===== src/rtl/icu_pkg.sv =====
package icu_pkg;
    localparam int NUM_SRC     = 15;
    localparam int DATA_W      = NUM_SRC + 1;
    localparam int LVL_W       = $clog2(NUM_SRC + 1);
    localparam int SPLIT       = 8;
    localparam int ADDR_W      = 3;
    localparam int LVL_CLR_BIT = 4;

    typedef enum logic [ADDR_W-1:0] {
        REG_TRIG_HI = 3'd0,
        REG_TRIG_LO = 3'd1,
        REG_SENSE   = 3'd2,
        REG_CLEAR   = 3'd3,
        REG_MASK    = 3'd4,
        REG_LEVEL   = 3'd5
    } reg_idx_e;

    typedef enum logic [1:0] {
        TRG_LVL_HI    = 2'b00,
        TRG_LVL_LO    = 2'b01,
        TRG_EDGE_RISE = 2'b10,
        TRG_EDGE_FALL = 2'b11
    } trig_e;

    typedef enum logic {
        LV_IDLE = 1'b0,
        LV_HELD = 1'b1
    } lvl_state_e;
endpackage


===== src/rtl/icu_sync.sv =====
module icu_sync #(
    parameter int W = 15
) (
    input  logic         clk,
    input  logic         rst_n,
    input  logic [W-1:0] raw,
    output logic [W-1:0] cur,
    output logic [W-1:0] prev
);
    logic [W-1:0] meta_q;
    logic [W-1:0] cur_q;
    logic [W-1:0] prev_q;

    always_ff @(posedge clk or negedge rst_n) begin
        if (!rst_n) begin
            meta_q <= '0;
            cur_q  <= '0;
            prev_q <= '0;
        end else begin
            meta_q <= raw;
            cur_q  <= meta_q;
            prev_q <= cur_q;
        end
    end

    assign cur  = cur_q;
    assign prev = prev_q;
endmodule


===== src/rtl/icu_detect.sv =====
module icu_detect
    import icu_pkg::*;
#(
    parameter int N = NUM_SRC
) (
    input  logic [N:1]      cur,
    input  logic [N:1]      prev,
    input  logic [N:1][1:0] mode,
    output logic [N:1]      set
);
    for (genvar s = 1; s <= N; s++) begin : g_src
        logic hit;
        always_comb begin
            unique case (trig_e'(mode[s]))
                TRG_LVL_HI:    hit = cur[s];
                TRG_LVL_LO:    hit = ~cur[s];
                TRG_EDGE_RISE: hit = cur[s] & ~prev[s];
                TRG_EDGE_FALL: hit = ~cur[s] & prev[s];
            endcase
        end
        assign set[s] = hit;
    end
endmodule


===== src/rtl/icu_pending.sv =====
module icu_pending #(
    parameter int N = 15
) (
    input  logic       clk,
    input  logic       rst_n,
    input  logic [N:1] set,
    input  logic [N:1] clr,
    output logic [N:1] pend
);
    logic [N:1] pend_q;

    always_ff @(posedge clk or negedge rst_n) begin
        if (!rst_n) pend_q <= '0;
        else        pend_q <= (pend_q & ~clr) | set;
    end

    assign pend = pend_q;


    clear_takes_chk: assert property (@(posedge clk) disable iff (!rst_n)
        ((clr & ~set) != '0) |=> ((pend_q & $past(clr & ~set)) == '0));


    set_wins_chk: assert property (@(posedge clk) disable iff (!rst_n)
        (set != '0) |=> ((pend_q & $past(set)) == $past(set)));
endmodule


===== src/rtl/icu_level.sv =====
module icu_level
    import icu_pkg::*;
#(
    parameter int N = NUM_SRC,
    parameter int W = LVL_W
) (
    input  logic         clk,
    input  logic         rst_n,
    input  logic [N:1]   req,
    input  logic         clr_lvl,
    output logic [W-1:0] level
);
    lvl_state_e   state_q, state_d;
    logic [W-1:0] level_q, level_d;
    logic [W-1:0] best;

    function automatic logic [W-1:0] top_src(input logic [N:1] r);
        logic [W-1:0] res;
        res = '0;
        for (int i = 1; i <= N; i++) begin
            if (r[i]) res = W'(i);
        end
        return res;
    endfunction

    assign best = top_src(req);

    always_comb begin
        state_d = state_q;
        level_d = level_q;
        unique case (state_q)
            LV_IDLE: begin
                if (best != '0) begin      // ENTER
                    state_d = LV_HELD;
                    level_d = best;
                end                        // WAIT otherwise
            end
            LV_HELD: begin
                if (clr_lvl) begin         // RELEASE
                    state_d = LV_IDLE;
                    level_d = '0;
                end else if (best > level_q) begin
                    level_d = best;        // RAISE
                end                        // KEEP otherwise
            end
        endcase
    end

    always_ff @(posedge clk or negedge rst_n) begin
        if (!rst_n) state_q <= LV_IDLE;
        else        state_q <= state_d;
    end

    always_ff @(posedge clk or negedge rst_n) begin
        if (!rst_n) level_q <= '0;
        else        level_q <= level_d;
    end

    assign level = level_q;


    best_is_top_chk: assert property (@(posedge clk) disable iff (!rst_n)
        (best != '0) |-> (({req, 1'b0} >> best) == {{N{1'b0}}, 1'b1}));


    enter_latch_chk: assert property (@(posedge clk) disable iff (!rst_n)
        (state_q == LV_IDLE && best != '0) |=> (level_q == $past(best)));


    no_drop_chk: assert property (@(posedge clk) disable iff (!rst_n)
        (state_q == LV_HELD && !clr_lvl) |=> (level_q >= $past(level_q)));


    held_nonzero_chk: assert property (@(posedge clk) disable iff (!rst_n)
        (state_q == LV_HELD) |-> (level_q != '0));
endmodule


===== src/rtl/irq_prio_ctrl.sv =====
module irq_prio_ctrl
    import icu_pkg::*;
(
    input  logic              clk,
    input  logic              rst_n,
    input  logic              bus_wr,
    input  logic              bus_rd,
    input  logic [ADDR_W-1:0] bus_addr,
    input  logic [DATA_W-1:0] bus_wdata,
    output logic [DATA_W-1:0] bus_rdata,
    input  logic [NUM_SRC-1:0] irq_in,
    output logic [LVL_W-1:0]  irl_out
);
    logic [DATA_W-1:0]       trig_hi_q, trig_lo_q, mask_q;
    logic [NUM_SRC:1]        cur, prev, set, clr, pend, req;
    logic [NUM_SRC:1][1:0]   mode;
    logic [LVL_W-1:0]        level;
    logic                    clr_lvl;
    reg_idx_e                idx;

    assign idx = reg_idx_e'(bus_addr);

    always_ff @(posedge clk or negedge rst_n) begin
        if (!rst_n) begin
            trig_hi_q <= '0;
            trig_lo_q <= '0;
            mask_q    <= {{NUM_SRC{1'b1}}, 1'b0};
        end else if (bus_wr) begin
            unique case (idx)
                REG_TRIG_HI: trig_hi_q <= bus_wdata;
                REG_TRIG_LO: trig_lo_q <= bus_wdata & ~DATA_W'(3);
                REG_MASK:    mask_q    <= {bus_wdata[DATA_W-1:1], 1'b0};
                default: ;
            endcase
        end
    end

    for (genvar s = 1; s <= NUM_SRC; s++) begin : g_mode
        if (s >= SPLIT) begin : g_hi
            assign mode[s] = trig_hi_q[2*(s-SPLIT) +: 2];
        end else begin : g_lo
            assign mode[s] = trig_lo_q[2*s +: 2];
        end
    end

    assign clr     = (bus_wr && idx == REG_CLEAR) ? bus_wdata[NUM_SRC:1] : '0;
    assign clr_lvl = bus_wr && idx == REG_LEVEL && bus_wdata[LVL_CLR_BIT];
    assign req     = pend & ~mask_q[NUM_SRC:1];

    icu_sync #(.W(NUM_SRC)) u_sync (
        .clk  (clk),
        .rst_n(rst_n),
        .raw  (irq_in),
        .cur  (cur),
        .prev (prev)
    );

    icu_detect #(.N(NUM_SRC)) u_detect (
        .cur (cur),
        .prev(prev),
        .mode(mode),
        .set (set)
    );

    icu_pending #(.N(NUM_SRC)) u_pend (
        .clk  (clk),
        .rst_n(rst_n),
        .set  (set),
        .clr  (clr),
        .pend (pend)
    );

    icu_level #(.N(NUM_SRC), .W(LVL_W)) u_level (
        .clk    (clk),
        .rst_n  (rst_n),
        .req    (req),
        .clr_lvl(clr_lvl),
        .level  (level)
    );

    always_comb begin
        bus_rdata = '0;
        if (bus_rd) begin
            unique case (idx)
                REG_TRIG_HI: bus_rdata = trig_hi_q;
                REG_TRIG_LO: bus_rdata = trig_lo_q;
                REG_SENSE:   bus_rdata = {pend, 1'b0};
                REG_MASK:    bus_rdata = mask_q;
                REG_LEVEL:   bus_rdata = DATA_W'(level);
                default:     bus_rdata = '0;
            endcase
        end
    end

    assign irl_out = level;


    masked_block_chk: assert property (@(posedge clk) disable iff (!rst_n)
        (req == '0 && level == '0) |=> (irl_out == '0));


    mask_bit0_chk: assert property (@(posedge clk) disable iff (!rst_n)
        (bus_rd && idx == REG_MASK) |-> (bus_rdata[0] == 1'b0));
endmodule


===== config.mk =====
export PLATFORM = sky130hd
export DESIGN_NAME = irq_prio_ctrl
export DESIGN_NICKNAME = d
export VERILOG_FILES = /design/src/rtl/icu_pkg.sv /design/src/rtl/icu_sync.sv /design/src/rtl/icu_detect.sv /design/src/rtl/icu_pending.sv /design/src/rtl/icu_level.sv /design/src/rtl/irq_prio_ctrl.sv
export SDC_FILE = /design/constraint.sdc
export NUM_CORES = 1
export LEC_CHECK = 0
export BUFFER_PORTS_ARGS = -buffer_cell sky130_fd_sc_hd__buf_2
export CAP_MARGIN = 20
export CORE_ASPECT_RATIO = 1.25
export CORE_MARGIN = 2
export CORE_UTILIZATION = 52
export DETAILED_ROUTE_END_ITERATION = 12
export PLACE_DENSITY = 0.86
export SYNTH_ARGS = -nofsm -noshare
export SYNTH_HDL_FRONTEND = slang
export SYNTH_SLANG_ARGS = --single-unit

===== constraint.sdc =====
create_clock -name clk -period 2.8 [get_ports clk]
set_clock_uncertainty 0.1 [all_clocks]
set_input_delay 0.14 -clock clk [delete_from_list [all_inputs] [get_ports clk]]
set_output_delay 0.14 -clock clk [all_outputs]
set_load 0.02 [all_outputs]

==> results of run 1 <==
==> kinds of logic after synthesis <==
family | share of synthesized area
buffers and inverters | 0.02106
AOI/OAI and AO/OA | 0.1028
adders and majority gates | 0.01015
and+or+nand+nor | 0.1142
DFF | 0.5622
muxes | 0.1398
xor gates and xnor gates | 0.04975
==> worst max-delay path, cell delays in order, from the launching register on <==
cell,delay (ps)
dfstp_2,570
nor2b_4,50
o211ai_1,230
a211oi_1,120
o31ai_1,320
nand2_1,150
ha_4,300
a21oi_2,50
o21ai_2,160
a21oi_2,80
a31o_4,230
mux2_4,290
==> power groups by stage <==
stage	sequential, µW	clock, µW	combinational, µW
floorplan	2040	0	730
global placement	2060	0	999
detailed placement	2080	0	1040
CTS	2050	1370	1080
global route	2090	1420	1290
finish	2050	1350	1190
==> metrics by stage <==
stage / util / power [µW] / instance area (µm²)
2_1_floorplan: - / 2775 / 4930
3_3_place_gp: 0.5896 / 3057 / 5409
3_5_place_dp: 0.5896 / 3115 / 5409
4_1_cts: 0.6590 / 4499 / 6046
5_1_grt: 0.6646 / 4806 / 6097
6_report: 0.6646 / 4590 / 6097
==> cells in the final DEF (no fill, tap or decap), types with 3 or more instances in the layout <==
cell type	synthesis	final
nor2_1	33	33
mux2i_1	13	13
a31oi_1	3	3
nand2_1	25	25
dlygate4sd3_1	0	32
nor2b_1	28	27
a21o_1	16	16
buf_2	5	56
buf_4	3	11
a21oi_1	50	48
dfstp_2	15	15
inv_1	9	9
xnor2_1	14	14
xor2_1	14	14
nand2b_1	4	3
clkbuf_16	0	9
dfrtp_1	95	95
ha_1	4	3
o21ai_0	7	5
mux2_2	43	43
==> repair_timing <==
item / CTS / global route
endpoints found under the hold margin: 97 / 0
gates resized for setup: 0 / 10
buffers inserted: 0 / 1
setup endpoints to repair: 0 / 4
hold buffers: 32 / 0
==> sequential cells by signal, summed over array words and instances, names as in the netlist <==
signal and count:
u_pend.pend 15, u_level.level 4, trig_lo_q 14, u_sync.cur 15, trig_hi_q 16, u_sync.meta_q 15, mask_q 15, u_sync.prev 15
u_level.state_q 1
==> per-layer routing <==
layer / track usage / up-vias
met5: 0 / -
met4: 0.1434 / 0
met3: 0.04594 / 34
met2: 0.3906 / 110
met1: 0.2712 / 1762
li1: - / 1621
==> final cells by class <==
cell class                 instances  area (µm²)  share of cell area
clock buffer                      11       232.7             0.03817
clock inverter                     5       83.83             0.01375
inverter                           9       33.78            0.005541
multi-input combinational        282        2118              0.3474
sequential                       110        2771              0.4545
tap                              123       153.9             0.02524
timing repair buffer             100       703.2              0.1153
==> final timing paths <==
path                       slack (ps)                        start                           end  depth (start not counted)
setup / recovery                   30        mask_q[2]$_DFFE_PN1P_  u_level.level[2]$_DFFE_PN0P_                         11
hold / removal                    190                        rst_n   u_sync.meta_q[14]$_DFF_PN0_                          2
setup reg to reg                   30        mask_q[2]$_DFFE_PN1P_  u_level.level[2]$_DFFE_PN0P_                         11
hold reg to reg                   250  u_sync.meta_q[10]$_DFF_PN0_      u_sync.cur[10]$_DFF_PN0_                          0
max in group asynchronous        1640                        rst_n         mask_q[7]$_DFFE_PN1P_                          3
min in group clk                  200                       bus_wr      trig_hi_q[3]$_DFFE_PN0P_                          3
==> qor.csv, run 1 <==
metric,value,unit
"Reg clk slew, reported paths",70,ps
H-tree level count,3,
Die Width,91.09,µm
Arrival @ worst endpoint,2900,ps
Die ar.,0.01028,mm²
syn nets,457,
Core Area,0.009174,mm²
Yosys warnings,0,
Metal-1 WL,4477,µm
initial core utilization,0.5374,
Fin Hold WS,192.7,ps
drt total wl,11110,µm
via count,3527,
P&R area growth vs syn,23.68,%
Setup WS post-layout,33.86,ps
CTS buffer count,9,
max frequency,361.5,MHz
clock root buffer,clkbuf_16,
1st-iter DRT viols,204,
post-synthesis sequential area ratio,0.5622,
Worst setup EP type,flop,
TritonCTS Sinks,110,
Final Hold Vio Count,0,
Final GP Congestion,0.9133,
GRT Residual Overflow,0,
Avg WL per Cell,17.36,µm
min cycle time layout,2766,ps
Max clock buf depth,2,
Pins Over Slew Limit,0,
Post-Place Cells,591,
Critical Path Fanout Max,4,
fill cell count,686,
worst slew pin tran,523.2,ps
Port Buffer Count,57,
die height,112.9,µm
Hold WC Path Type,primary input to async pin,
maximum VDD drop,0.3958,mV
"Avg Cell Area, Syn",11.88,µm²
Setup Viol. Count Final,0,
Power Dens Cells,752.9,mW/mm²
"Data required, critical path",2940,ps
Worst-Skew Late Latency,350,ps
Total Nets Final,554,
clock network power share,0.294,
Post-Place Setup Slack,66.51,ps
post-synthesis cell type with the largest combined area,dfrtp_1,
Antenna Violating Nets Remaining,0,
post-DP HPWL,7499,µm
Slew HR,0.6512,
Syn Inst Count,415,
first-pass GRT wire length,18290,µm
max_cap viols,0,
leak pwr,0.002653,µW
setup TNS,0,ps
Netlist Area Pre-Place,0.004930,mm²
Setup crit start kind,flop,
GRT Util Overall,0.2311,
"FF+latch count, synth",110,
mean number of vias per cell,5.511,
top post-synthesis cells by area,"dfrtp_1, mux2_2, dfstp_2",
post-synthesis cell type count,47,
layout cell share with drive strength beyond 1,0.3075,
Psw,1367,µW
# IOs,58,
register share of total power,0.447,
critical path class,flop to flop,
Post-synth ARST share,1.000,
Remaining DRCs,0,
top-area cell type share of the netlist area,0.4822,
Layout Cells excl Fill,640,
synth cell count leaders,"dfrtp_1, a21oi_1, mux2_2, nor2_1, nor2b_1",
initial antenna violation count,0,
"Top FF cell, synth",dfrtp_1,
Tcrit/Tclk final,0.9879,
Int Power,3223,µW
number of global-route vias before repair,3737,
most common cell in the netlist,dfrtp_1,
metal3 WL,536,µm
number of synthesized flops with an enable pin,0,
status,"finished, final reports clean",
met2 routed WL,5615,µm
top layer reached by signal wires,met4,
Sw Share,0.2978,
Comb pwr share,0.259,
Initial DRT Pass Iterations,4,
ant diodes,0,
largest net degree at the start of global routing,74,
RSZ-0062 raised after global routing,yes,
row count,39,
CTS tree,done,
(Power assumes the default switching activity.)
==> inputs of run 2 (changes only) <==
- CORE_MARGIN: 2 -> 3
- CORE_UTILIZATION: 52 -> 50
- PLACE_DENSITY: 0.86 -> 0.84
==> run 2 against run 1 <==
Highest routed layer unchanged. Worst hold slack improved by 12 ps. Critical endpoint unchanged. Via count fell by 1.4%. Combinational power barely moved. Critical path depth did not move. Non-clock buffer count rose by 2. Wire length barely moved. Clock power fell by 5%. Core utilization fell by 1.5 points. Final cell count rose by 0.31%.
==> qor.csv, run 2 (synthesized netlist as in run 1, its figures left out) <==
metric,value,unit,change
status,"finished, final reports clean",,
TritonCTS Sinks,110,,unchanged
"Reg clk slew, reported paths",70,ps,about the same
"Largest stage delay, worst path",550,ps,-20 ps
"most common cell after layout, fill and taps aside",dfrtp_1,,
number of buffers and inverters on the critical path,0,,unchanged
first-pass GRT wire length,17970,µm,-1.7%
Power Dens Cells,738.9,mW/mm²,-1.8%
maximum VDD drop,0.4488,mV,+13%
via count,3476,,-1.4%
Die ar.,0.01109,mm²,+7.9%
GRT Residual Overflow,0,,unchanged
CTS buffer count,9,,unchanged
max reg flops,16,,unchanged
max frequency,364.1,MHz,+0.72%
most frequent cells in the layout,"dfrtp_1, buf_2, a21oi_1",,
die height,117.0,µm,+3.7%
min cycle time layout,2746,ps,-19.81 ps
Pins Over Slew Limit,0,,unchanged
# IOs,58,,unchanged
Post-Place Setup Slack,22.18,ps,-44.33 ps
Tcrit/Tclk final,0.9808,,-0.007075
Core Area,0.009369,mm²,+2.1%
Max clock buf depth,2,,unchanged
Worst setup EP type,flop,,
Avg WL per Cell,17.32,µm,-0.23%
max_cap viols,0,,unchanged
drt total wl,11120,µm,about the same
clock root buffer,clkbuf_16,,
setup TNS,0,ps,unchanged
row count,39,,unchanged
1st-iter DRT viols,225,,+10%
Hold WC Path Type,primary input to flop,,
Metal-1 WL,4580,µm,+2.3%
layout cell share with drive strength beyond 1,0.3121,,+0.004595
GRT Util Overall,0.2147,,-0.01635
post-DP HPWL,7747,µm,+3.3%
met2 routed WL,5678,µm,+1.1%
Fin Hold WS,204.3,ps,+11.55 ps
total setup buffers inserted after CTS,0,,unchanged
Port Buffer Count,57,,unchanged
worst slew pin tran,751.4,ps,+228.2 ps
Setup crit start kind,flop,,
ant diodes,0,,unchanged
P&R area growth vs syn,23.43,%,
metal3 WL,423,µm,-21%
critical path class,flop to flop,,
"most used cell, CP",a21oi_2,,
Setup WS post-layout,53.67,ps,+19.81 ps
crit-path cells,nor2b_1 > o211ai_1 > a211oi_1 > o31ai_1 > nand2_1 > ha_4 > a21oi_2 > o21ai_2 > a21oi_2 > a31o_4 > mux2_4,,
top layer reached by signal wires,met4,,
Worst-Skew Late Latency,350,ps,about the same
Antenna Violating Nets Remaining,0,,unchanged
Final Hold Vio Count,0,,unchanged
Final GP Congestion,0.8870,,-2.9%
Critical Path Fanout Max,4,,unchanged
CTS tree,done,,
number of global-route vias before repair,3618,,-3.2%
Crit path max-delay family,compound AO/OA/AOI/OAI gates,,
mean number of vias per cell,5.414,,-1.8%
largest net degree at the start of global routing,60,,-19%
initial antenna violation count,0,,unchanged
Die Width,94.81,µm,+4.1%
leak pwr,0.002658,µW,+0.16%
H-tree level count,3,,unchanged
CP max stage cell,dfstp_2,,
Arrival @ worst endpoint,2890,ps,about the same
initial core utilization,0.5262,,-0.01120
Reg with most FFs,trig_hi_q,,
Remaining DRCs,0,,unchanged
Slew HR,0.4990,,-0.1521
Initial DRT Pass Iterations,4,,unchanged
Total Nets Final,556,,+0.36%
Setup Viol. Count Final,0,,unchanged
"Data required, critical path",2940,ps,about the same
[run 2: area by class of cell]
| cell class | instances | area [µm²] |
|---|---|---|
| Clock buffer | 9 | 225.2 |
| Tap cell | 123 | 153.9 |
| Inverter | 9 | 33.78 |
| Fill cell | 697 | 3284 |
| Timing Repair Buffer | 102 | 718.2 |
| Clock inverter | 7 | 71.32 |
| Multi-Input combinational cell | 282 | 2111 |
| Sequential cell | 110 | 2771 |
[run 2: final timing paths]
kind | from | slack (ps) | endpoint | cells past startpoint
setup reg to reg | mask_q[2]$_DFFE_PN1P_ | 50 | u_level.level[2]$_DFFE_PN0P_ | 11
max in group asynchronous | rst_n | 1530 | mask_q[8]$_DFFE_PN1P_ | 3
setup / recovery | mask_q[2]$_DFFE_PN1P_ | 50 | u_level.level[2]$_DFFE_PN0P_ | 11
hold reg to reg | u_sync.meta_q[9]$_DFF_PN0_ | 250 | u_sync.cur[9]$_DFF_PN0_ | 0
min in group asynchronous | rst_n | 270 | u_sync.cur[13]$_DFF_PN0_ | 2
hold / removal | bus_wr | 200 | trig_hi_q[2]$_DFFE_PN0P_ | 3
[run 2: routing by layer]
metal  vias up  GRT usage
li1       1633          -
met1      1719     0.2642
met2        92     0.3627
met3        32    0.03581
met4         0     0.1145
met5         -          0
[run 2: stage by stage]
stage	total power, µW	util	cell area [µm²]	cells
floorplan	2775	-	4930	415
global placement	3057	0.5797	5431	594
detailed placement	3125	0.5797	5431	594
CTS	4444	0.6456	6048	642
global route	4719	0.6494	6085	642
finish	4496	0.6494	6085	642
[run 2: repair_timing]
item / in CTS / in global routing
hold endpoints to repair: 111 / 0
gates resized for setup: 0 / 8
setup endpoints to repair: 0 / 4
hold buffers: 32 / 0
[run 2: tightest hold or removal path, stage by stage]
cell and delay, ps:
buf_2 120, nor4b_4 150, mux2_2 210
[run 2: where the power goes]
| part | leakage, µW | switching (µW) | internal [µW] |
|---|---|---|---|
| sequential | 0.00123 | 205 | 1840 |
| clock | 0.000150 | 578 | 699 |
| combinational | 0.00128 | 595 | 575 |
